$ cat config.mk
export PLATFORM = sky130hd
export DESIGN_NAME = rsel_replay_sel
export DESIGN_NICKNAME = d
export VERILOG_FILES = /design/src/rtl/rsel_pkg.sv /design/src/rtl/rsel_age_matrix.sv /design/src/rtl/rsel_tier_pick.sv /design/src/rtl/rsel_bank.sv /design/src/rtl/rsel_replay_sel.sv
export SDC_FILE = /design/constraint.sdc
export NUM_CORES = 1
export LEC_CHECK = 0
export ABC_CLOCK_PERIOD_IN_PS = 3000
export BUFFER_PORTS_ARGS = -buffer_cell sky130_fd_sc_hd__buf_2
export CELL_PAD_IN_SITES_DETAIL_PLACEMENT = 1
export CELL_PAD_IN_SITES_GLOBAL_PLACEMENT = 1
export CORE_ASPECT_RATIO = 1.25
export CORE_MARGIN = 1.5
export CORE_UTILIZATION = 40
export CTS_CLUSTER_SIZE = 25
export DETAILED_ROUTE_END_ITERATION = 6
export HOLD_SLACK_MARGIN = 0.06
export PLACE_DENSITY_LB_ADDON = 0.1
export SLEW_MARGIN = 20
export SYNTH_ARGS = -nofsm -noshare
export SYNTH_HDL_FRONTEND = slang
export SYNTH_SLANG_ARGS = --single-unit
$ cat constraint.sdc
create_clock -name clk_i -period 3 [get_ports clk_i]
set_clock_uncertainty 0.1 [all_clocks]
set_input_delay 0.6 -clock clk_i [delete_from_list [all_inputs] [get_ports clk_i]]
set_output_delay 0.6 -clock clk_i [all_outputs]
set_load 0.005 [all_outputs]
$ cat src/rtl/rsel_pkg.sv
package rsel_pkg;
  typedef enum logic [1:0] {
    TIER_HINT   = 2'd0,
    TIER_HI     = 2'd1,
    TIER_LO     = 2'd2,
    TIER_OLDEST = 2'd3
  } tier_e;
endpackage

$ cat src/rtl/rsel_age_matrix.sv
module rsel_age_matrix #(
  parameter int E = 8
) (
  input  logic                clk_i,
  input  logic                rst_ni,
  input  logic [E-1:0]        enq_i,
  input  logic [E-1:0]        deq_i,
  output logic [E-1:0]        live_o,
  output logic [E-1:0][E-1:0] older_o  // older_o[i][j]: j arrived before i
);
  logic [E-1:0]        live_q;
  logic [E-1:0][E-1:0] m_q, m_d;

  always_comb begin
    m_d = m_q;
    for (int i = 0; i < E; i++) begin
      for (int j = 0; j < E; j++) begin
        if (i == j || deq_i[i] || deq_i[j]) m_d[i][j] = 1'b0;
        else if (enq_i[i])                  m_d[i][j] = live_q[j] | (enq_i[j] && j < i);
        else if (enq_i[j])                  m_d[i][j] = 1'b0;
      end
    end
  end

  always_ff @(posedge clk_i or negedge rst_ni) begin
    if (!rst_ni) begin
      live_q <= '0;
      m_q    <= '0;
    end else begin
      live_q <= (live_q & ~deq_i) | enq_i;
      m_q    <= m_d;
    end
  end

  assign live_o  = live_q;
  assign older_o = m_q;

  // every pair of live entries must be strictly ordered
  logic order_ok;
  always_comb begin
    order_ok = 1'b1;
    for (int i = 0; i < E; i++)
      for (int j = 0; j < E; j++)
        if (i != j && live_q[i] && live_q[j] && (m_q[i][j] == m_q[j][i])) order_ok = 1'b0;
  end

  p_total_order_r4: assert property (@(posedge clk_i) disable iff (!rst_ni) order_ok);
endmodule

$ cat src/rtl/rsel_tier_pick.sv
module rsel_tier_pick
  import rsel_pkg::*;
#(
  parameter int E = 8
) (
  input  logic [E-1:0]        live_i,
  input  logic [E-1:0]        ready_i,
  input  logic [E-1:0]        hint_i,
  input  logic [E-1:0]        hi_i,
  input  logic [E-1:0][E-1:0] older_i,
  output logic [E-1:0]        grant_o,
  output logic                any_o,
  output tier_e               tier_o
);
  logic [E-1:0] rdy, mask;

  always_comb begin
    rdy = live_i & ready_i;
    if (|(rdy & hint_i)) begin
      mask = rdy & hint_i; tier_o = TIER_HINT;
    end else if (|(rdy & hi_i)) begin
      mask = rdy & hi_i;   tier_o = TIER_HI;
    end else if (|rdy) begin
      mask = rdy;          tier_o = TIER_LO;
    end else begin
      mask = live_i;       tier_o = TIER_OLDEST;
    end
    any_o = |mask;
    for (int i = 0; i < E; i++)
      grant_o[i] = mask[i] & ~|(older_i[i] & mask);
  end
endmodule

$ cat src/rtl/rsel_bank.sv
module rsel_bank
  import rsel_pkg::*;
#(
  parameter int E    = 8,
  parameter int IW   = $clog2(E)
) (
  input  logic          clk_i,
  input  logic          rst_ni,
  input  logic [E-1:0]  enq_i,
  input  logic [E-1:0]  deq_i,
  input  logic [E-1:0]  ready_i,
  input  logic [E-1:0]  hint_i,
  input  logic [E-1:0]  hi_i,
  output logic          sel_valid_o,
  output logic [IW-1:0] sel_idx_o
);
  logic [E-1:0]        live;
  logic [E-1:0][E-1:0] older;
  logic [E-1:0]        grant;
  logic                any;
  tier_e               tier;
  logic [IW-1:0]       enc;

  rsel_age_matrix #(.E(E)) u_age (
    .clk_i, .rst_ni, .enq_i, .deq_i, .live_o(live), .older_o(older)
  );

  rsel_tier_pick #(.E(E)) u_pick (
    .live_i(live), .ready_i, .hint_i, .hi_i, .older_i(older),
    .grant_o(grant), .any_o(any), .tier_o(tier)
  );

  always_comb begin
    enc = '0;
    for (int i = 0; i < E; i++)
      if (grant[i]) enc = IW'(i);
  end

  always_ff @(posedge clk_i or negedge rst_ni) begin
    if (!rst_ni) begin
      sel_valid_o <= 1'b0;
      sel_idx_o   <= '0;
    end else begin
      sel_valid_o <= any;
      sel_idx_o   <= enc;
    end
  end

  logic [E-1:0] hint_cand;
  assign hint_cand = live & ready_i & hint_i;

  p_grant_single_r4: assert property (@(posedge clk_i) disable iff (!rst_ni)
    $onehot0(grant) && (any == (|grant)));
  p_hint_wins_r2: assert property (@(posedge clk_i) disable iff (!rst_ni)
    (|hint_cand) |=> sel_valid_o && (($past(hint_cand) & (E'(1) << sel_idx_o)) != '0));
  p_hint_tier_r2: assert property (@(posedge clk_i) disable iff (!rst_ni)
    (|hint_cand) |-> tier == TIER_HINT);
  p_empty_idle_r1: assert property (@(posedge clk_i) disable iff (!rst_ni)
    !(|live) |=> !sel_valid_o);
  p_fallback_r5: assert property (@(posedge clk_i) disable iff (!rst_ni)
    (|live) |=> sel_valid_o && (($past(live) & (E'(1) << sel_idx_o)) != '0));
endmodule

$ cat src/rtl/rsel_replay_sel.sv
module rsel_replay_sel #(
  parameter int NUM_BANKS    = 3,
  parameter int BANK_ENTRIES = 8,
  parameter int IDX_W        = $clog2(BANK_ENTRIES),
  parameter int N            = NUM_BANKS * BANK_ENTRIES
) (
  input  logic                       clk_i,
  input  logic                       rst_ni,
  input  logic [N-1:0]               enq_i,
  input  logic [N-1:0]               deq_i,
  input  logic [N-1:0]               ready_i,
  input  logic [N-1:0]               hint_i,
  input  logic [N-1:0]               hi_cause_i,
  output logic [NUM_BANKS-1:0]       sel_valid_o,
  output logic [NUM_BANKS*IDX_W-1:0] sel_idx_o
);
  for (genvar b = 0; b < NUM_BANKS; b++) begin : g_bank
    localparam int LO = b * BANK_ENTRIES;
    rsel_bank #(.E(BANK_ENTRIES), .IW(IDX_W)) u_bank (
      .clk_i,
      .rst_ni,
      .enq_i      (enq_i[LO +: BANK_ENTRIES]),
      .deq_i      (deq_i[LO +: BANK_ENTRIES]),
      .ready_i    (ready_i[LO +: BANK_ENTRIES]),
      .hint_i     (hint_i[LO +: BANK_ENTRIES]),
      .hi_i       (hi_cause_i[LO +: BANK_ENTRIES]),
      .sel_valid_o(sel_valid_o[b]),
      .sel_idx_o  (sel_idx_o[b*IDX_W +: IDX_W])
    );
  end
endmodule

# Word-level counts from Yosys, hierarchy flattened
# Index checks and enable logic that the tools add are counted.
[totals]
output_inout_bits = 12
input_bits = 122
ff_bits = 183
elab_cells = 807
[classes]
reduce_logical = 222
bitwise_logic = 81
mux = 348
[op_table]
columns = ["op", "count"]
rows = [
  ["1-bit 2-to-1 mux", 321],
  ["8-bit OR reduction", 33],
  ["3-bit nonzero test", 84],
  ["8-bit AND", 30],
  ["1-bit logical OR", 84],
  ["8-bit 2-to-1 mux", 9],
  ["3-bit 2-to-1 mux", 18],
  ["7-bit by 8-bit AND with 8-bit output", 3],
  ["8-bit inverter", 3],
  ["8-bit bitwise OR", 3],
  ["1-bit AND", 21],
  ["1-bit zero test", 21],
  ["1-bit bitwise OR", 21],
]

# Longest topological paths before layout
[depth]
ltp_word = 16
mapped_depth = 12
depth_no_buf = 9

# Cells and area by module
# Synthesis repeated with hierarchy kept, for this count alone.
[unflattened]
cells_unflattened = 1317
area_unflattened_um2 = 12612.1
[by_module_without_submodules]
columns = ["mod", "cells_per_inst", "instances", "area_per_inst_um2", "seq_area_each_um2"]
rows = [
  ["rsel_age_matrix", 284, 3, 3059.2, 1601.5],
  ["rsel_tier_pick", 141, 3, 999.7, 0.0],
  ["rsel_bank", 14, 3, 145.1, 100.1],
]

# Least setup slack after synthesis
# Ideal clock, no wire load.
[synth_path]
path_type = "input to register"
startpoint = "in hint_i[0]"
endpoint = "reg g_bank[0].u_bank.sel_idx_o[0]"
setup_ps = 124
path_buffers = 0
required_time_ps = 2776
slack_ps = 220
arrival_time_ps = 2556
cell_stages = 9
path_cell_list = "and3_4 > nor4_4 > nand2_2 > o41ai_4 > inv_2 > a221o_1 > a211oi_2 > nor2_1 > a211o_1"
[synth_via]
elab_chain_cells = 14
elab_cells_between_ends = 38
cone_classes = "mux: 8; bitwise: 15; reduce/logical: 15"
[synth_lines]
columns = ["item", "line", "text"]
rows = [
  ["start, declared", "rsel_replay_sel.sv:12", "input logic [N-1:0] hint_i,"],
  ["8-bit AND *", "-", ""],
  ["8-bit OR reduction", "rsel_tier_pick.sv:19", "if (|(rdy & hint_i)) begin"],
  ["8-bit 2-to-1 mux *", "rsel_tier_pick.sv:19", ""],
  ["8-bit AND", "rsel_tier_pick.sv:30", "grant_o[i] = mask[i] & ~|(older_i[i] & mask);"],
  ["8-bit OR reduction", "rsel_tier_pick.sv:30", ""],
  ["1-bit zero test", "rsel_tier_pick.sv:30", ""],
  ["1-bit AND", "rsel_tier_pick.sv:30", ""],
  ["1-bit 2-to-1 mux", "rsel_bank.sv:36", "if (grant[i]) enc = IW'(i);"],
  ["3-bit 2-to-1 mux (5 in a row)", "rsel_bank.sv:36", ""],
  ["3-bit 2-to-1 mux *", "rsel_bank.sv:36", ""],
  ["via g_bank[0].u_bank.enc[0]", "rsel_bank.sv:22", "logic [IW-1:0] enc;"],
  ["end signal, assigned", "rsel_bank.sv:45", "sel_idx_o <= enc;"],
  ["end, declared", "rsel_bank.sv:15", "output logic [IW-1:0] sel_idx_o"],
]
# Mark *: on every way through the listed nets, which the timed path passes. The rest lies on a longest branch.
# A chain may end at the register's enable or synchronous reset.

# Worst setup path in the final report
[layout_path]
startpoint = "reg g_bank[2].u_bank.u_age.live_q[6]"
endpoint = "reg g_bank[2].u_bank.sel_idx_o[0]"
[layout_via]
elab_chain_cells = 16
elab_cells_between_ends = 44
cone_classes = "mux: 10; bitwise: 17; reduce/logical: 17"
[layout_lines]
columns = ["item", "line", "text"]
rows = [
  ["start, declared", "rsel_age_matrix.sv:11", "logic [E-1:0] live_q;"],
  ["start signal, assigned", "rsel_age_matrix.sv:30", "live_q <= (live_q & ~deq_i) | enq_i;"],
  ["8-bit AND", "rsel_tier_pick.sv:18", "rdy = live_i & ready_i;"],
  ["8-bit OR reduction / 8-bit AND (equally long branches)", "rsel_tier_pick.sv:23, rsel_tier_pick.sv:21, rsel_tier_pick.sv:22", ""],
  ["8-bit 2-to-1 mux / 8-bit OR reduction (equally long branches)", "rsel_tier_pick.sv:23, rsel_tier_pick.sv:21", ""],
  ["8-bit 2-to-1 mux", "rsel_tier_pick.sv:21", "end else if (|(rdy & hi_i)) begin"],
  ["8-bit 2-to-1 mux *", "rsel_tier_pick.sv:19", ""],
  ["8-bit AND", "rsel_tier_pick.sv:30", ""],
  ["8-bit OR reduction", "rsel_tier_pick.sv:30", ""],
  ["1-bit zero test", "rsel_tier_pick.sv:30", ""],
  ["1-bit AND", "rsel_tier_pick.sv:30", ""],
  ["1-bit 2-to-1 mux", "rsel_bank.sv:36", ""],
  ["3-bit 2-to-1 mux (5 in a row)", "rsel_bank.sv:36", ""],
  ["3-bit 2-to-1 mux *", "rsel_bank.sv:36", ""],
  ["via g_bank[2].u_bank.enc[0]", "rsel_bank.sv:22", ""],
  ["end signal, assigned", "rsel_bank.sv:45", ""],
  ["end, declared", "rsel_bank.sv:15", ""],
]
# Marks and branches as above.

==> run_summary.xml <==
<?xml version="1.0" encoding="UTF-8"?>
<metrics>
  <group name="floorplan">
    <metric name="num_rows" unit="">64</metric>
    <metric name="initial_cell_density_of_the_core" unit="%">41.0</metric>
    <metric name="io-pin-count" unit="">134</metric>
    <metric name="die-height" unit="um">181</metric>
    <metric name="dieArea" unit="um^2">26300</metric>
    <metric name="chipWidth" unit="um">145</metric>
    <metric name="placeable_core_region" unit="um^2">24700</metric>
  </group>
  <group name="status">
    <metric name="outcome" unit="">complete, no violations</metric>
  </group>
  <group name="clock_network">
    <metric name="postCtsHoldBufs" unit="">0</metric>
    <metric name="cts.repair_timing.setup_buffer_count" unit="">0</metric>
    <metric name="tritoncts" unit="">yes</metric>
    <metric name="post_cts_resized" unit="">0</metric>
    <metric name="cts_buffers" unit="">17</metric>
    <metric name="clk-insertion-delay-late" unit="ns">0.44</metric>
    <metric name="h_tree_levels" unit="">4</metric>
    <metric name="post_cts_clock_slew_at_the_launch_and_capture_registers_of_the_worst_setup_and_hold_paths" unit="ns">0.07</metric>
    <metric name="cts_num_sinks" unit="">183</metric>
    <metric name="cts_buffer_depth" unit="">2</metric>
    <metric name="clk_root_buffer_cell" unit="">sky130_fd_sc_hd__clkbuf_16</metric>
  </group>
  <group name="route">
    <metric name="routed_via_density" unit="">6.07</metric>
    <metric name="drtIter0Drc" unit="">617</metric>
    <metric name="routed_wirelength" unit="um">35700</metric>
    <metric name="vias" unit="">9603</metric>
    <metric name="drtAntennaViolNets" unit="">0</metric>
    <metric name="tritonroute_pass_1_iters" unit="">5</metric>
    <metric name="detail_route.drc_violations" unit="">0</metric>
    <metric name="post_drt_wl_per_cell" unit="um">22.6</metric>
  </group>
  <group name="timing">
    <metric name="timing.slew.headroom" unit="%">59.7</metric>
    <metric name="hold_viol" unit="">0</metric>
    <metric name="max_freq" unit="GHz">0.343</metric>
    <metric name="final-setup-viol-count" unit="">0</metric>
    <metric name="maxSlewViolCount" unit="">0</metric>
    <metric name="max_slew.worst_pin.slew" unit="ns">0.604</metric>
    <metric name="final.period_utilization" unit="%">97.2</metric>
    <metric name="fin_hold_ws" unit="ns">0.0710</metric>
    <metric name="grt_setup_unrepaired" unit="">no</metric>
    <metric name="layout_min_cycle_time" unit="ns">2.92</metric>
  </group>
  <group name="layout">
    <metric name="post_route_cells_drive_above_1_share" unit="%">22.2</metric>
    <metric name="final_nets" unit="">1361</metric>
    <metric name="filler_cell_count" unit="">2910</metric>
    <metric name="area_added_between_synthesis_and_finish" unit="%">18.0</metric>
    <metric name="stdcell_area" unit="um^2">11900</metric>
  </group>
  <group name="global_route">
    <metric name="grt_max_degree" unit="">70</metric>
    <metric name="globalRoute.totalOverflow" unit="">0</metric>
    <metric name="grt_pass1_wl" unit="um">57100</metric>
    <metric name="grt_use_total" unit="%">27.6</metric>
    <metric name="antenna_found_initial" unit="">3</metric>
    <metric name="vias_in_the_first_global_route" unit="">10100</metric>
  </group>
  <group name="worst_setup_path">
    <metric name="critical_path.max_fanout" unit="">8</metric>
    <metric name="timing.critical_path.from_type" unit="">flop</metric>
    <metric name="cp.arrival" unit="ns">3.12</metric>
    <metric name="worst_setup_path_end_kind" unit="">flop</metric>
    <metric name="cp_data_required_time" unit="ns">3.21</metric>
    <metric name="timing_worst_setup_path_type" unit="">reg2reg</metric>
  </group>
  <group name="logic_synthesis">
    <metric name="synth_enable_flop_cells" unit="">0</metric>
    <metric name="synthesis.area" unit="um^2">10100</metric>
    <metric name="yosysWarningCount" unit="">0</metric>
    <metric name="ff_latch_count_synth" unit="">183</metric>
    <metric name="syn_nets" unit="">1237</metric>
    <metric name="synthDistinctLibCells" unit="">71</metric>
    <metric name="post_synth.cell_area_avg" unit="um^2">9.07</metric>
    <metric name="synth-seq-area-share" unit="%">45.3</metric>
    <metric name="ys.flop_type" unit="">sky130_fd_sc_hd__dfrtp_1</metric>
    <metric name="asyncSetResetFlopFracSynth" unit="%">100</metric>
    <metric name="post_synth_inst_count" unit="">1115</metric>
  </group>
  <group name="job">
    <metric name="max-cap-violations" unit="">0</metric>
  </group>
  <group name="power">
    <metric name="leakagePower" unit="nW">5.19</metric>
    <metric name="maximum_vdd_drop" unit="mV">0.375</metric>
    <metric name="power.density_cell_area" unit="nW/um^2">520</metric>
  </group>
  <group name="worst_hold_path">
    <metric name="min_path_type" unit="">in2async</metric>
  </group>
  <group name="placed_design">
    <metric name="globalplace.congestion" unit="">0.872</metric>
    <metric name="hpwlAfterDp" unit="um">25600</metric>
    <metric name="numPortBuffers" unit="">133</metric>
    <metric name="placed_cell_area" unit="um^2">11300</metric>
  </group>
</metrics>
-- final timing paths --
check	slack, ns	endpoint	cells past startpoint	from
setup / recovery	0.08	g_bank[2].u_bank.sel_idx_o[0]$_DFF_PN0_	10	g_bank[2].u_bank.u_age.live_o[6]$_DFF_PN0_
hold / removal	0.07	g_bank[1].u_bank.u_age.live_o[6]$_DFF_PN0_	1	rst_ni
setup reg to reg	0.08	g_bank[2].u_bank.sel_idx_o[0]$_DFF_PN0_	10	g_bank[2].u_bank.u_age.live_o[6]$_DFF_PN0_
hold reg to reg	0.45	g_bank[0].u_bank.u_age.older_o[61]$_DFFE_PN0P_	2	g_bank[0].u_bank.u_age.older_o[61]$_DFFE_PN0P_
max in group asynchronous	1.95	g_bank[1].u_bank.u_age.older_o[61]$_DFFE_PN0P_	2	rst_ni
min in group clk_i	0.36	g_bank[0].u_bank.u_age.older_o[16]$_DFFE_PN0P_	2	deq_i[0]
-- registers in the layout, summed over array words and instances, names as in the netlist --
register	flops
g_bank.u_bank.sel_valid_o	3
g_bank.u_bank.sel_idx_o	9
g_bank.u_bank.u_age.older_o	147
g_bank.u_bank.u_age.live_o	24
-- metrics by stage --
step | power [mW] | TNS (ns) | util [%] | setup slack (ns) | std cells
6_report | 6.21 | 0 | 48.4 | 0.0847 | 1582
5_1_grt | 6.47 | 0 | 48.4 | 0.0183 | 1581
4_1_cts | 6.25 | 0 | 48.3 | 0.0856 | 1581
3_5_place_dp | 3.94 | -0.396 | 45.9 | -0.116 | 1550
3_3_place_gp | 3.92 | -0.250 | 45.9 | -0.113 | 1550
2_1_floorplan | 3.39 | 0 | - | 0.220 | 1115
-- report_power, final --
part	internal (mW)	switching [mW]
sequential	2.60	0.104
combinational	0.469	0.743
clock	1.29	1.00
total	4.36	1.85
-- synth_stat cells (all sizes together) (3+ instances only) --
cell type	instances	area (um^2)
o21bai	8	60.1
a21o	20	150
a31oi	6	37.5
o211ai	3	22.5
nor2b	3	18.8
nor3b	63	473
a221oi	14	135
nor3	142	711
nand2	36	138
or2	18	113
o221ai	6	58.8
a22oi	97	728
a221o	4	40.0
nor4	6	73.8
o31ai	3	37.5
a222oi	18	180
o21ai	26	130
buf	17	116
o2111ai	3	26.3
nand3	59	300
a211oi	12	95.1
nor2	92	345
and2	10	65.1
dfrtp	183	4580
nand4	12	90.1
inv	27	101
clkbuf	83	314
a21oi	79	395
and3	31	209
a22o	3	26.3
-- layout by cell type, fill, tap and decap left out, drive strengths merged, types with 8 or more instances in the layout --
| cell type | instances |
|---|---|
| nor3b | 63 |
| a21o | 20 |
| and2 | 10 |
| a22oi | 97 |
| o21ai | 26 |
| nor2 | 92 |
| a222oi | 18 |
| clkbuf | 22 |
| and3 | 31 |
| buf | 204 |
| inv | 29 |
| o21bai | 8 |
| nand3 | 59 |
| a221oi | 14 |
| nor3 | 142 |
| nand4 | 12 |
| or2 | 18 |
| dfrtp | 183 |
| a211oi | 12 |
| a21oi | 79 |
| nand2 | 36 |
-- worst max-delay path, cell delays in order (launching register included) --
cell                       delay (ns)
sky130_fd_sc_hd__dfrtp_1         0.45
sky130_fd_sc_hd__and3_1          0.27
sky130_fd_sc_hd__nand4b_1        0.24
sky130_fd_sc_hd__nor2_4          0.09
sky130_fd_sc_hd__nand2_1         0.19
sky130_fd_sc_hd__o221ai_1        0.19
sky130_fd_sc_hd__buf_4           0.21
sky130_fd_sc_hd__a222oi_1        0.49
sky130_fd_sc_hd__nand3_1         0.15
sky130_fd_sc_hd__a211oi_1        0.26
sky130_fd_sc_hd__o21ai_1         0.13
-- cells by family after synthesis --
logic type,Yosys count,share of synthesized area [%]
AO/OA/AOI/OAI,322,23.5
flip-flops,183,45.3
buffers and inverters,127,5.26
AND/OR/NAND/NOR,483,26.0
-- final cells by class --
cell class | instances | area [um^2] | share of cell area (%)
Timing Repair Buffer | 205 | 1230 | 10.3
Sequential cell | 183 | 4580 | 38.3
Clock buffer | 21 | 470 | 3.94
Inverter | 27 | 101 | 0.849
Clock inverter | 10 | 120 | 1.01
Multi-Input combinational cell | 805 | 5030 | 42.1
Tap cell | 330 | 413 | 3.46
Antenna cell | 1 | 2.50 | 0.0210
-- routing by layer --
| layer | track usage [%] | routed length, um | vias up |
|---|---|---|---|
| li1 | - | - | 4442 |
| met5 | 0 | 23 | - |
| met2 | 48.3 | 17800 | 252 |
| met4 | 7.71 | 656 | 4 |
| met1 | 35.1 | 15600 | 4859 |
| met3 | 4.34 | 1680 | 46 |
No activity file was read; power rests on OpenSTA's default activity.
